`src/rtl/xbar_dma_pkg.sv`:
```
package xbar_dma_pkg;

  // Edge code held in bits 2:1 of each control byte
  typedef enum logic [1:0] {
    EDGE_NONE = 2'b00,
    EDGE_FALL = 2'b01,
    EDGE_RISE = 2'b10,
    EDGE_BOTH = 2'b11
  } edge_code_e;

  localparam int CTRL_EN_BIT   = 0;
  localparam int CTRL_EDGE_LSB = 1;
  localparam int DATA_W        = 16;

  // Does the transition prev->cur match the code?
  function automatic logic edge_hit(edge_code_e code, logic prev, logic cur);
    case (code)
      EDGE_RISE: return ~prev & cur;
      EDGE_FALL: return prev & ~cur;
      EDGE_BOTH: return prev ^ cur;
      default:   return 1'b0;
    endcase
  endfunction

  // Next value of a pending flag
  function automatic logic flag_next(logic en, logic flag, logic ack, logic hit);
    if (!en) return flag;
    return (flag & ~ack) | hit;
  endfunction

endpackage

```
`src/rtl/xbar_cfg_regs.sv`:
```
module xbar_cfg_regs #(
  parameter int N_OUT  = 4,
  parameter int SEL_W  = 6,
  parameter int PAIR_W = 1,
  localparam int ADDR_W = PAIR_W + 1
) (
  input  logic                     clk,
  input  logic                     rst_n,
  input  logic                     wr_en,
  input  logic [ADDR_W-1:0]        wr_addr,
  input  logic [15:0]              wr_data,
  output logic [N_OUT*SEL_W-1:0]   sel_flat,
  output logic [N_OUT-1:0]         ctrl_en,
  output logic [2*N_OUT-1:0]       ctrl_code
);
  import xbar_dma_pkg::*;

  logic bank;
  logic [PAIR_W-1:0] pair;
  assign bank = wr_addr[ADDR_W-1];
  assign pair = wr_addr[PAIR_W-1:0];

  for (genvar k = 0; k < N_OUT; k++) begin : g_out
    localparam int HALF = k % 2;
    localparam logic [PAIR_W-1:0] MY_PAIR = PAIR_W'(k / 2);
    logic [7:0] lane;
    logic       hit_pair;
    logic [SEL_W-1:0] sel_q;
    logic             en_q;
    logic [1:0]       code_q;

    assign lane     = wr_data[8*HALF +: 8];
    assign hit_pair = wr_en && (pair == MY_PAIR);

    always_ff @(posedge clk or negedge rst_n) begin
      if (!rst_n) begin
        sel_q  <= '0;
        en_q   <= 1'b0;
        code_q <= EDGE_NONE;
      end else if (hit_pair) begin
        if (!bank) sel_q <= lane[SEL_W-1:0];
        else begin
          en_q   <= lane[CTRL_EN_BIT];
          code_q <= lane[CTRL_EDGE_LSB +: 2];
        end
      end
    end

    assign sel_flat[k*SEL_W +: SEL_W] = sel_q;
    assign ctrl_en[k]                 = en_q;
    assign ctrl_code[2*k +: 2]        = code_q;
  end

endmodule

```
`src/rtl/xbar_route.sv`:
```
module xbar_route #(
  parameter int N_IN  = 64,
  parameter int N_OUT = 4,
  parameter int SEL_W = 6
) (
  input  logic [N_IN-1:0]        trig_in,
  input  logic [N_OUT*SEL_W-1:0] sel_flat,
  output logic [N_OUT-1:0]       routed
);
  for (genvar k = 0; k < N_OUT; k++) begin : g_mux
    assign routed[k] = trig_in[sel_flat[k*SEL_W +: SEL_W]];
  end
endmodule

```
`src/rtl/xbar_edge_unit.sv`:
```
module xbar_edge_unit (
  input  logic       clk,
  input  logic       rst_n,
  input  logic       sig,
  input  logic       en,
  input  logic [1:0] code,
  input  logic       ack,
  output logic       edge_evt,
  output logic       flag,
  output logic       req
);
  import xbar_dma_pkg::*;

  logic prev_q;
  logic flag_q;

  assign edge_evt = edge_hit(edge_code_e'(code), prev_q, sig);

  always_ff @(posedge clk or negedge rst_n) begin
    if (!rst_n) begin
      prev_q <= 1'b0;
      flag_q <= 1'b0;
    end else begin
      prev_q <= sig;
      flag_q <= flag_next(en, flag_q, ack, edge_evt);
    end
  end

  assign flag = flag_q;
  assign req  = flag_q & en;
endmodule

```
`src/rtl/xbar_dma_trig.sv`:
```
module xbar_dma_trig #(
  parameter int N_IN  = 64,
  parameter int N_OUT = 4,
  localparam int SEL_W  = (N_IN > 1) ? $clog2(N_IN) : 1,
  localparam int N_PAIR = (N_OUT + 1) / 2,
  localparam int PAIR_W = (N_PAIR > 1) ? $clog2(N_PAIR) : 1,
  localparam int ADDR_W = PAIR_W + 1
) (
  input  logic              clk,
  input  logic              rst_n,
  input  logic              wr_en,
  input  logic [ADDR_W-1:0] wr_addr,
  input  logic [15:0]       wr_data,
  input  logic [N_IN-1:0]   trig_in,
  input  logic [N_OUT-1:0]  dma_ack,
  output logic [N_OUT-1:0]  xbar_out,
  output logic [N_OUT-1:0]  dma_req,
  output logic [N_OUT-1:0]  req_flag
);

  logic [N_OUT*SEL_W-1:0] sel_flat;
  logic [N_OUT-1:0]       ctrl_en;
  logic [2*N_OUT-1:0]     ctrl_code;
  logic [N_OUT-1:0]       edge_evt;

  xbar_cfg_regs #(.N_OUT(N_OUT), .SEL_W(SEL_W), .PAIR_W(PAIR_W)) u_regs (
    .clk(clk), .rst_n(rst_n), .wr_en(wr_en), .wr_addr(wr_addr),
    .wr_data(wr_data), .sel_flat(sel_flat), .ctrl_en(ctrl_en),
    .ctrl_code(ctrl_code)
  );

  xbar_route #(.N_IN(N_IN), .N_OUT(N_OUT), .SEL_W(SEL_W)) u_route (
    .trig_in(trig_in), .sel_flat(sel_flat), .routed(xbar_out)
  );

  for (genvar k = 0; k < N_OUT; k++) begin : g_edge
    xbar_edge_unit u_edge (
      .clk(clk), .rst_n(rst_n), .sig(xbar_out[k]), .en(ctrl_en[k]),
      .code(ctrl_code[2*k +: 2]), .ack(dma_ack[k]),
      .edge_evt(edge_evt[k]), .flag(req_flag[k]), .req(dma_req[k])
    );
  end

endmodule

```
`config.mk`:
```
export PLATFORM = sky130hd
export DESIGN_NAME = xbar_dma_trig
export DESIGN_NICKNAME = d
export VERILOG_FILES = /design/src/rtl/xbar_dma_pkg.sv /design/src/rtl/xbar_cfg_regs.sv /design/src/rtl/xbar_route.sv /design/src/rtl/xbar_edge_unit.sv /design/src/rtl/xbar_dma_trig.sv
export SDC_FILE = /design/constraint.sdc
export NUM_CORES = 1
export LEC_CHECK = 0
export ABC_AREA = 1
export CORE_ASPECT_RATIO = 0.8
export CORE_MARGIN = 10
export CORE_UTILIZATION = 48
export DETAILED_ROUTE_END_ITERATION = 6
export PLACE_DENSITY = 0.83
export SYNTH_ARGS = -nofsm -noshare
export SYNTH_HDL_FRONTEND = slang
export SYNTH_SLANG_ARGS = --single-unit
```
`constraint.sdc`:
```
create_clock -name clk -period 1.7 [get_ports clk]
set_input_delay 0.17 -clock clk [delete_from_list [all_inputs] [get_ports clk]]
set_output_delay 0.17 -clock clk [all_outputs]
set_load 0.05 [all_outputs]
```
After elaboration in Yosys (flattened, before gate mapping)
Cells that the tools add are included.
{"block": "word_totals", "word_cells": 92, "regBits": 44, "out_inout_bits": 12}
{"block": "classes", "eq_ne": 12, "reduce_logical": 6, "muxes": 12, "order_cmp": 4, "n_bitwise": 38}
{"cell": "$lt 6x7->1 const B", "count": 4}
{"cell": "$bmux 1 s6", "count": 4}
{"cell": "$and 1x1->1", "count": 16}
{"cell": "$eq 2x2->1 const B", "count": 8}
{"cell": "$not 1->1", "count": 14}
{"cell": "$pmux 1 s3", "count": 4}
{"cell": "$eq 2x1->1 const B", "count": 4}
{"cell": "$reduce_and 2->1", "count": 4}
{"cell": "$mux 1", "count": 4}
{"cell": "$or 1x1->1", "count": 4}
{"cell": "$xor 1x1->1", "count": 4}
{"cell": "$logic_and 1x1->1", "count": 2}

Depth between registers and ports, before layout
{"block": "depth", "depth_word": 6, "mapped_depth": 17, "mapped_depth_nobuf": 15}

Hierarchy
A second synthesis with hierarchy kept.
{"block": "hier_totals", "cells_unflattened": 851, "area_unflattened_um2": 4917.2}
{"module": "xbar_route", "cells_each": 608, "instances": 1, "area_per_inst_um2": 2815.2}
{"module": "xbar_cfg_regs", "cells_each": 167, "instances": 1, "area_per_inst_um2": 1536.5}
{"module": "xbar_edge_unit", "cells_each": 19, "instances": 4, "area_per_inst_um2": 141.4}

Worst setup path before layout
OpenSTA, ideal clock, no wires.
{"block": "synth_path", "path_kind": "register to register", "start": "reg u_regs.g_out[2].sel_q[0]", "end": "reg g_edge[2].u_edge.flag_q", "required_time_ns": 1.617, "path_stages_with_launch": 15, "setup_slack_ns": -0.142, "t_arrival_ns": 1.760, "n_path_buf": 2, "cell_sequence": "dfrtp_1 buf_6 buf_4 nand2_1 nand3_1 nand3_1 nand2_1 nand2_1 nand3_1 nand3_1 nand2_1 ha_1 o211ai_1 nand2_1 o21ai_0"}
{"block": "synth_between", "elab_chain_cells": 6}
{"element": "start, declared", "line_no": "xbar_cfg_regs.sv:28", "rtl": "logic [SEL_W-1:0] sel_q;"}
{"element": "start signal, assigned", "line_no": "xbar_cfg_regs.sv:41", "rtl": "if (!bank) sel_q <= lane[SEL_W-1:0];"}
{"element": "$bmux 1 s6 (*)", "line_no": "xbar_route.sv:11", "rtl": "assign routed[k] = trig_in[sel_flat[k*SEL_W +: SEL_W]];"}
{"element": "$mux 1 (implied by the code) (*)", "line_no": "xbar_route.sv:11"}
{"element": "named net g_edge[2].u_edge.sig", "line_no": "xbar_edge_unit.sv:4", "rtl": "input logic sig,"}
{"element": "$not 1->1", "line_no": "xbar_dma_pkg.sv:19", "rtl": "EDGE_FALL: return prev & ~cur;"}
{"element": "$and 1x1->1", "line_no": "xbar_dma_pkg.sv:19"}
{"element": "$pmux 1 s3 (*)", "line_no": "xbar_dma_pkg.sv:17", "rtl": "case (code)"}
{"element": "$or 1x1->1 (*)", "line_no": "xbar_dma_pkg.sv:28", "rtl": "return (flag & ~ack) | hit;"}
{"element": "end signal, assigned", "line_no": "xbar_edge_unit.sv:25", "rtl": "flag_q <= flag_next(en, flag_q, ack, edge_evt);"}
{"element": "end, declared", "line_no": "xbar_edge_unit.sv:15", "rtl": "logic flag_q;"}
Mark *: on every way through the listed nets, which the timed path passes. The rest lies on a longest branch. The select of a mux whose other input is x is not followed.
A chain may end at the register's enable or synchronous reset.

Final worst setup path
{"block": "layout_path", "start": "reg u_regs.g_out[1].sel_q[0]", "end": "out xbar_out[1]"}
{"block": "layout_between", "elab_chain_cells": 2}
{"element": "start, declared", "line_no": "xbar_cfg_regs.sv:28"}
{"element": "start signal, assigned", "line_no": "xbar_cfg_regs.sv:41"}
{"element": "$bmux 1 s6", "line_no": "xbar_route.sv:11"}
{"element": "$mux 1 (implied by the code)", "line_no": "xbar_route.sv:11"}
{"element": "end, declared", "line_no": "xbar_dma_trig.sv:16", "rtl": "output logic [N_OUT-1:0] xbar_out,"}
Every way passes these cells. The select of a mux whose other input is x is not followed.

==> flow_metrics.env <==
export IMPL_status="complete, but fails checks"
export IMPL_violations="design-rule violations, negative setup slack"
export IMPL_clock_skew_final_ns=0.00166
export IMPL_tightest_slew_ns=0.578
export IMPL_drv_cap=0
export IMPL_num_rows=32
export IMPL_grt_overflow=0
export IMPL_endpoint_kind="output pin"
export IMPL_crit_arrival_ns=2.08
export IMPL_synth_seq_area_share_pct=23.4
export IMPL_p_per_area_nw_per_um2=1040
export IMPL_via_count=6617
export IMPL_multi_input_area_um2=3660
export IMPL_postRouteAntennaNets=0
export IMPL_dp_cells=1014
export IMPL_period_share_pct=133
export IMPL_layout_setup_ws_ns=-0.554
export IMPL_nFillCells=703
export IMPL_synth_fp_nets=913
export IMPL_grt_max_degree=45
export IMPL_critPathKind="flip-flop to output pin"
export IMPL_cp_start_kind="flip-flop"
export IMPL_start_util_pct=49.0
export IMPL_synthCells=816
export IMPL_avgRoutedWirePerCell_um=20.6
export IMPL_regArea_um2=1110
export IMPL_place_gp_congestion=1.02
export IMPL_die_w_um=131
export IMPL_synth_common_cells="378 x nand2_1, 220 x nand3_1, 44 x dfrtp_1"
export IMPL_cts_root_buffer="clkbuf_16"
export IMPL_crit_fanout=6
export IMPL_place_ws_ns=-0.426
export IMPL_dieArea_um2=14200
export IMPL_yosysTopAreaCell="nand2_1"
export IMPL_final_setup_viol_count=10
export IMPL_leakagePower_nw=3.47
export IMPL_cts_tree="yes"
export IMPL_vdd_drop_max_uv=674
export IMPL_clk_insertion_delay_late_ns=0.29
export IMPL_drt_iter0_drc=1119
export IMPL_cp_common_cell="nand3_2"
export IMPL_synthMostInstantiatedCell="nand2_1"
export IMPL_vias_per_cell=6.33
export IMPL_cts_sinks=44
export IMPL_wl_mm=21.6
export IMPL_route_detailed_drc=53
export IMPL_hpwl_mm=13.7
export IMPL_clockBufferDepth=2
export IMPL_cp_slowest_stage_delay_ns=0.49
export IMPL_fin_nets=1022
export IMPL_yosysTopAreaCellShare_pct=30.1
export IMPL_fin_cells=1045
export IMPL_yosys_top_cells_area="nand2_1 30%, dfrtp_1 23%, nand3_1 23%"
export IMPL_grt_usage_pct=27.6
export IMPL_synth_edf_count=0
export IMPL_htreeDepth=2
export IMPL_fin_crit_ns=2.25
export IMPL_antenna_found_initial=0
export IMPL_crit_required_ns=1.53
export IMPL_portBuffers=96
export IMPL_yosys_warnings=0
export IMPL_synth_seq_cells=44
export IMPL_final_max_slew_viol_count=0
export IMPL_yosysUniqueCellTypes=16
export IMPL_rsz0062_at_grt="true"
export IMPL_fp_dieH_um=109
export IMPL_max_freq_mhz=444
export IMPL_syn_area_um2=4710
export IMPL_syn_area_per_cell_um2=5.77
export IMPL_max_slew_margin_rel_pct=61.5
export IMPL_insertedDiodeCount=0
export IMPL_tns_ns=-3.89
export IMPL_drive_above_1_share_pct=29.8
export IMPL_io_pins=101
export IMPL_core_um2=9610
export IMPL_cts_clk_slew_worst_paths_ns=0.06
export IMPL_hp_class="input pin to flip-flop"
export IMPL_cp_slowest_cell="dfrtp_2"
export IMPL_cts_made_buffers=5
export IMPL_hold_viol_final=0
export IMPL_area_growth_pct=53.0
export IMPL_first_pass_iters=7
export IMPL_grt_pass1_vias=5810
export IMPL_async_flop_share_pct=100
export IMPL_grt_pass1_wl_mm=31.3
export IMPL_cp_cell_sequence="inv_8 -> clkbuf_16 -> nand2_2 -> nand3_1 -> nand3_2 -> nand2_1 -> nand2_1 -> nand3_2 -> nand3_2 -> nand2_4 -> buf_4 -> buf_8"
export IMPL_synth_ff_type="dfrtp_1"
export IMPL_post_route_util_pct=75.0
## area by class of cell
class,instances,share of cell area (%)
clock buffer,6,1.79
clock inverter,2,0.486
tap,119,2.07
timing repair buffer,163,26.2
timing repair inverter,1,0.0868
multi-input combinational,656,50.7
inverter,54,3.30
sequential,44,15.3
## logic make-up after synthesis
kind of cell / count (synthesis) / synth area share [%]
and+or+nand+nor: 600 / 53.8
DFF: 44 / 23.4
adders and majority gates: 8 / 2.12
AOI/OAI and AO/OA: 48 / 5.31
buffers and inverters: 116 / 15.4
## final timing paths
| kind | to | slack [ns] | depth (start not counted) | from |
|---|---|---|---|---|
| setup / recovery | xbar_out[1] | -0.55 | 12 | u_regs.g_out[1].sel_q[0] |
| hold / removal | u_regs.g_out[3].sel_q[5] | 0.46 | 3 | wr_data[13] |
| setup reg to reg | g_edge[1].u_edge.flag | -0.51 | 15 | u_regs.g_out[1].sel_q[0] |
| hold reg to reg | g_edge[0].u_edge.flag | 0.52 | 2 | g_edge[0].u_edge.flag |
| max in group asynchronous | u_regs.g_out[0].sel_q[0] | 0.77 | 3 | rst_n |
| min in group asynchronous | u_regs.g_out[3].code_q[0] | 0.50 | 3 | rst_n |
## cell usage in the layout (no fill, tap or decap), drive strengths merged
cell type / netlist / routed
a21oi: 4 / 4
buf: 56 / 75
bufinv: 0 / 1
clkbuf: 6 / 10
clkdlybuf4s50: 0 / 83
clkinv: 0 / 4
dfrtp: 44 / 44
dlygate4sd3: 0 / 1
ha: 8 / 8
inv: 54 / 52
nand2: 380 / 380
nand3: 220 / 220
o211ai: 4 / 4
o21ai: 40 / 40
## sequential cells by signal (all words and copies together) (netlist names)
signal and count:
u_regs.g_out.sel_q 24, u_regs.g_out.code_q 8, g_edge.u_edge.flag 4, g_edge.u_edge.prev_q 4, u_regs.g_out.en_q 4
## critical path, delay by kind of cell, from the launching register on
kind / cells / cell delay [ns]
DFF: 1 / 0.49
and+or+nand+nor: 8 / 0.74
buffers and inverters: 4 / 0.55
## what timing repair did
action / in CTS / in global routing
pin swaps: 28 / 68
hold endpoints to repair: 44 / 0
hold buffers: 1 / 0
buffers inserted: 15 / 1
gates cloned: 5 / 5
resized for setup: 65 / 163
setup endpoints to repair: 8 / 11
## metrics by stage
| stage | cell area, µm² | hold slack (ns) | power (mW) |
|---|---|---|---|
| final | 7210 | 0.459 | 7.53 |
| after global routing | 7210 | 0.480 | 7.93 |
| after CTS | 6480 | 0.457 | 6.75 |
| after detailed placement | 5830 | 0.291 | 5.09 |
| after global placement | 5830 | 0.284 | 5.04 |
| after floorplan | 4800 | -0.126 | 4.01 |
## power breakdown
group | switching, mW | internal (mW)
Combinational | 2.86 | 2.02
Sequential | 0.276 | 1.27
Clock | 0.410 | 0.692
## per-layer routing
layer	up-vias	wire, µm	track usage (%)
li1	2840	-	-
met1	2985	7820	36.7
met2	628	9240	41.5
met3	164	3190	7.78
met4	0	1300	10.4
met5	-	0	0
No activity file was read; power rests on OpenSTA's default activity.
